### src/rtl/i2c_tam_pkg.sv
package i2c_tam_pkg;
   typedef enum logic [1:0] {
      TAM_IDLE = 2'd0,
      TAM_ADDR = 2'd1,
      TAM_ACK  = 2'd2,
      TAM_HELD = 2'd3
   } tam_state_e;
endpackage

### src/rtl/tam_bit_collector.sv
module tam_bit_collector #(
   parameter int BITS = 8,
   localparam int CW = $clog2(BITS + 1)
) (
   input  logic            clk,
   input  logic            rst_n,
   input  logic            clear,
   input  logic            shift_en,
   input  logic            bit_in,
   output logic [BITS-1:0] data,
   output logic            full
);
   logic [CW-1:0] cnt_q;

   if (BITS < 2) begin : g_bad_bits
      $error("tam_bit_collector: BITS must be at least 2");
   end

   always_ff @(posedge clk or negedge rst_n) begin
      if (!rst_n) begin
         cnt_q <= '0;
         data  <= '0;
      end else if (clear) begin
         cnt_q <= '0;
         data  <= '0;
      end else if (shift_en && !full) begin
         cnt_q <= cnt_q + 1'b1;
         data  <= {data[BITS-2:0], bit_in};
      end
   end

   assign full = (cnt_q == CW'(BITS));
endmodule

### src/rtl/tam_slot_cmp.sv
module tam_slot_cmp #(
   parameter int AW = 7
) (
   input  logic [AW-1:0] rx_addr,
   input  logic          rx_rw,
   input  logic [AW-1:0] own_addr,
   input  logic [AW-1:0] dont_care,
   input  logic          gc_en,
   output logic          hit
);
   logic          is_gc;
   logic [AW-1:0] diff;

   always_comb begin
      is_gc = (rx_addr == '0) && !rx_rw;
      diff  = (rx_addr ^ own_addr) & ~dont_care;
      hit   = is_gc ? gc_en : (diff == '0);
   end
endmodule

### src/rtl/tam_prio_pick.sv
module tam_prio_pick #(
   parameter int N = 4,
   localparam int IW = (N > 1) ? $clog2(N) : 1
) (
   input  logic [N-1:0]  req,
   output logic          any,
   output logic [IW-1:0] idx
);
   always_comb begin
      any = |req;
      idx = '0;
      for (int i = N - 1; i >= 0; i--) begin
         if (req[i]) idx = IW'(i);
      end
   end
endmodule

### src/rtl/i2c_tgt_addr_match.sv
module i2c_tgt_addr_match
   import i2c_tam_pkg::*;
#(
   parameter int NSLOT = 4,
   parameter int AW    = 7,
   localparam int IW   = (NSLOT > 1) ? $clog2(NSLOT) : 1
) (
   input  logic                  clk,
   input  logic                  rst_n,
   input  logic                  master_mode,
   input  logic                  stop_req,
   input  logic                  ack_en,
   input  logic [NSLOT*(AW+1)-1:0] own_addr_cfg,
   input  logic [NSLOT*AW-1:0]   addr_mask_cfg,
   input  logic                  start_det,
   input  logic                  stop_det,
   input  logic                  scl_rise,
   input  logic                  scl_fall,
   input  logic                  sda_in,
   output logic                  sda_drive_low,
   output logic                  match_valid,
   output logic [IW-1:0]         match_slot,
   output logic                  match_gc,
   output logic                  match_rw
);
   localparam int BYTE_W = AW + 1;

   if (NSLOT < 1 || NSLOT > 16) begin : g_bad_nslot
      $error("i2c_tgt_addr_match: NSLOT must be 1..16");
   end
   if (AW < 2 || AW > 10) begin : g_bad_aw
      $error("i2c_tgt_addr_match: AW must be 2..10");
   end

   tam_state_e        state_q;
   logic              ack_q;
   logic [BYTE_W-1:0] rx_byte;
   logic              rx_full;
   logic [AW-1:0]     rx_addr;
   logic              rx_rw;
   logic              rx_is_gc;
   logic [NSLOT-1:0]  slot_hit;
   logic              any_hit;
   logic [IW-1:0]     win_idx;
   logic              abort;
   logic              shift_en;

   assign rx_addr  = rx_byte[BYTE_W-1:1];
   assign rx_rw    = rx_byte[0];
   assign rx_is_gc = (rx_addr == '0) && !rx_rw;
   assign abort    = master_mode || stop_req || stop_det;
   assign shift_en = scl_rise && (state_q == TAM_ADDR) && !abort && !start_det;

   tam_bit_collector #(.BITS(BYTE_W)) u_collect (
      .clk      (clk),
      .rst_n    (rst_n),
      .clear    (start_det),
      .shift_en (shift_en),
      .bit_in   (sda_in),
      .data     (rx_byte),
      .full     (rx_full)
   );

   for (genvar s = 0; s < NSLOT; s++) begin : g_slot
      tam_slot_cmp #(.AW(AW)) u_cmp (
         .rx_addr   (rx_addr),
         .rx_rw     (rx_rw),
         .own_addr  (own_addr_cfg[s*BYTE_W+1 +: AW]),
         .dont_care (addr_mask_cfg[s*AW +: AW]),
         .gc_en     (own_addr_cfg[s*BYTE_W]),
         .hit       (slot_hit[s])
      );
   end

   tam_prio_pick #(.N(NSLOT)) u_pick (
      .req (slot_hit),
      .any (any_hit),
      .idx (win_idx)
   );

   always_ff @(posedge clk or negedge rst_n) begin
      if (!rst_n) begin
         state_q       <= TAM_IDLE;
         ack_q         <= 1'b0;
         sda_drive_low <= 1'b0;
         match_valid   <= 1'b0;
         match_slot    <= '0;
         match_gc      <= 1'b0;
         match_rw      <= 1'b0;
      end else if (abort) begin
         state_q       <= TAM_IDLE;
         sda_drive_low <= 1'b0;
         match_valid   <= 1'b0;
         match_slot    <= '0;
         match_gc      <= 1'b0;
         match_rw      <= 1'b0;
      end else if (start_det) begin
         state_q       <= TAM_ADDR;
         ack_q         <= ack_en;
         sda_drive_low <= 1'b0;
         match_valid   <= 1'b0;
         match_slot    <= '0;
         match_gc      <= 1'b0;
         match_rw      <= 1'b0;
      end else begin
         unique case (state_q)
            TAM_ADDR: begin
               if (scl_fall && rx_full) begin
                  if (any_hit && ack_q) begin
                     state_q       <= TAM_ACK;
                     sda_drive_low <= 1'b1;
                     match_valid   <= 1'b1;
                     match_slot    <= win_idx;
                     match_gc      <= rx_is_gc;
                     match_rw      <= rx_rw;
                  end else begin
                     state_q <= TAM_IDLE;
                  end
               end
            end
            TAM_ACK: begin
               if (scl_fall) begin
                  sda_drive_low <= 1'b0;
                  state_q       <= TAM_HELD;
               end
            end
            default: ;
         endcase
      end
   end
endmodule

### config.mk
export PLATFORM = sky130hd
export DESIGN_NAME = i2c_tgt_addr_match
export DESIGN_NICKNAME = d
export VERILOG_FILES = /design/src/rtl/i2c_tam_pkg.sv /design/src/rtl/tam_bit_collector.sv /design/src/rtl/tam_slot_cmp.sv /design/src/rtl/tam_prio_pick.sv /design/src/rtl/i2c_tgt_addr_match.sv
export SDC_FILE = /design/constraint.sdc
export NUM_CORES = 1
export LEC_CHECK = 0
export ABC_AREA = 1
export CORE_MARGIN = 2
export CORE_UTILIZATION = 62
export CTS_CLUSTER_DIAMETER = 60
export DETAILED_ROUTE_END_ITERATION = 12
export DONT_BUFFER_PORTS = 1
export PLACE_DENSITY = 0.78
export SLEW_MARGIN = 10
export SYNTH_ARGS = -nofsm -noshare
export SYNTH_HDL_FRONTEND = slang
export SYNTH_SLANG_ARGS = --single-unit
### constraint.sdc
create_clock -name clk -period 4.35 [get_ports clk]
set_clock_uncertainty 0.15 [all_clocks]
set_input_delay 0.87 -clock clk [delete_from_list [all_inputs] [get_ports clk]]
set_output_delay 0.87 -clock clk [all_outputs]
set_load 0.05 [all_outputs]
==> flow_summary.toml <==
[global_route]
met2_usage = 0.3892
grt_util_met3 = 0.05215
track_usage = 0.2213
grt_pass1_vias = 1402
grt_overflow = 0
grt_pass1_wl_mm = 5.802
grtUsageMet1 = 0.2775
antenna_found_initial = 0
grt.busiest_layer = "met2"
grt_max_degree = 22

[cells_and_area]
nNetsFinal = 344
layout-drive-gt1-share = 0.1413
area_growth_syn_to_layout_pct = 0.4269
n_antenna_cell = 0
fin_util = 0.6458
fin_area_um2 = 1765

[pwr]
vdd_drop_max_mv = 0.2247
power_density_nw_per_um2 = 194.4
leakagePower_nw = 0.8988

[drt]
routed_wl_mm = 3.444
drc = 0
dr.pass1.iters = 4
drt-initial-drc-count = 43
vias = 1584
antenna_left = 0
post_drt_via_cell_ratio = 5.280
wl_per_cell_um = 11.48

[sta]
min_period_ps = 2429
timing.hold.ws_ps = 87.39
relSlewSlack = 0.5769
fmax_ghz = 0.4116
timing.setup.tns_ps = 0
rsz0062_at_grt = "false"
hold_viol = 0
timing.final.crit_share = 0.5585
tightest_slew_ps = 632.3
setup_viol = 0
drv_slew = 0

[critical_path]
slowest_delay_ps = 490
cp_max_fo = 11
critPathSlowestCell = "nor2_1"
cp.arrival_ps = 2470
cp_top_family = "simple AND/OR/NAND/NOR gates"
path_cells = "nor3_2 > inv_2 > nor2_1 > nand2_1 > inv_2 > nand2_2 > inv_2 > nor2_1 > inv_1 > o22ai_1"
cp-start-kind = "input pin"
worstPathRequired_ps = 4390
worstSetupEndpointType = "register"
cp_num_buf_inv = 4
critPathMostFrequentCell = "inv_2"
worst-setup-path-type = "input pin to register"

[logic_synthesis]
synthSimpleGateAreaFrac = 0.4470
synth_compound_area_frac = 0.09466
yosysWarningCount = 0
synth.area.top_cells = "dfrtp_1 30%, nand2_1 18%, nor2_1 7.0%, inv_1 5.6%, nand3_1 3.4%"
synth_cells = 272
muxShareOfSynthArea = 0.006406
yosysTopAreaCellShare = 0.2989
synth_enable_flop_cells = 0
synth_fa_ha_area_frac = 0.02847
yosysSeqAreaShare = 0.2989
synthTopCellsByCount = "85 x nand2_1, 33 x nor2_1, 26 x inv_1"
yosys.area.top_type = "dfrtp_1"
async_flop_share = 1.000
synthesis.nets = 346
synth_top_family_by_area = "simple AND/OR/NAND/NOR gates"
synthesis.area_um2 = 1758
synthFlopType = "dfrtp_1"
synth.most_common_cell = "nand2_1"
synthXorXnorAreaFrac = 0.009964
ys_ff_latch = 21
synthDistinctLibCells = 32
syn_avg_cell_area_um2 = 6.463

[clock_network]
numCtsBuffers = 3
cts_buffer_depth = 2
postCtsHoldBufs = 0
htree_levels = 1
post_cts_buffers = 0
cts_sinks = 21
cts_resized = 0
clkLatencyLatePin_ps = 310
ctsRootBufferMaster = "clkbuf_4"
clk_pin_slew_ps = 120
cts_tree = "built"

[flow_run]
maxCapViolCount = 0

[min_path]
min_path_type = "input pin to asynchronous set/reset pin"

[place]
port_buffers = 0
placed_cell_area_um2 = 1738
hpwl_mm = 2.822
place.gp.congestion = 0.7876

[floorplan]
fp-row-count = 19
core-area_um2 = 2734
die_w_um = 57.25
die_area_um2 = 3278
fp.dieH_um = 57.25
start_util = 0.6430
pin_count = 76

[run_status]
status = "finished, final reports clean"
-- registers in the layout (all words and copies together), names as in the netlist --
| register | cells |
|---|---|
| match_gc | 1 |
| match_slot | 2 |
| match_rw | 1 |
| ack_q | 1 |
| u_collect.cnt_q | 4 |
| u_collect.data | 8 |
| state_q | 2 |
| sda_drive_low | 1 |
| match_valid | 1 |
-- through the flow --
step	instances	setup WS, ps	total power [mW]
global route	300	1697	0.3615
finish	300	1921	0.3433
global placement	296	1634	0.2538
floorplan	272	2244	0.2491
CTS	300	1953	0.3464
detailed placement	296	1618	0.2549
-- routing by layer --
metal	vias to the layer above	routed length, um
met5	-	0
met3	2	215
li1	841	-
met4	0	21
met1	683	1649
met2	58	1556
-- kinds of logic after synthesis --
family | after synthesis
flip-flops | 21
AO/OA/AOI/OAI | 31
adder cells (fa/ha/maj) | 4
buffers and inverters | 45
XOR/XNOR | 2
AND/OR/NAND/NOR | 168
multiplexers | 1
-- area by class of cell --
| class | count | area [um2] |
|---|---|---|
| clock buffers | 3 | 22.52 |
| clock inverters | 1 | 5.005 |
| multi-input cells | 206 | 1031 |
| well taps | 31 | 38.79 |
| inverters | 38 | 142.6 |
| flip-flops and latches | 21 | 525.5 |
| fillers | 248 | 968.4 |
-- worst paths after layout --
path	end	from	cells after the start	slack [ps]
setup / recovery	u_collect.data[4]	stop_req	10	1920
hold / removal	u_collect.data[5]	rst_n	0	90
setup reg to reg	match_slot[0]	u_collect.data[1]	12	2320
hold reg to reg	u_collect.cnt_q[3]	u_collect.cnt_q[3]	2	430
max in group asynchronous	u_collect.cnt_q[3]	rst_n	0	3880
min in group clk	u_collect.cnt_q[3]	u_collect.cnt_q[3]	2	430
-- layout by cell type, fill, tap and decap left out, drive strengths merged --
| cell | n |
|---|---|
| nand2 | 95 |
| nor2 | 42 |
| inv | 37 |
| dfrtp | 21 |
| nand3 | 14 |
| o21ai | 12 |
| a21oi | 11 |
| nand3b | 6 |
| or2 | 6 |
| o22ai | 5 |
| ha | 4 |
| clkbuf | 3 |
| nor3 | 3 |
| a31oi | 2 |
| xor2 | 2 |
| clkinv | 2 |
| nor3b | 1 |
| o211ai | 1 |
| nand4 | 1 |
| mux2 | 1 |
-- report_power, final --
part	leakage (nW)	switching, mW	internal (mW)
combinational	0.590	0.0256	0.0212
sequential	0.291	0.00595	0.198
clock	0.0177	0.0582	0.0343
Power figures use the tool's default switching activity.
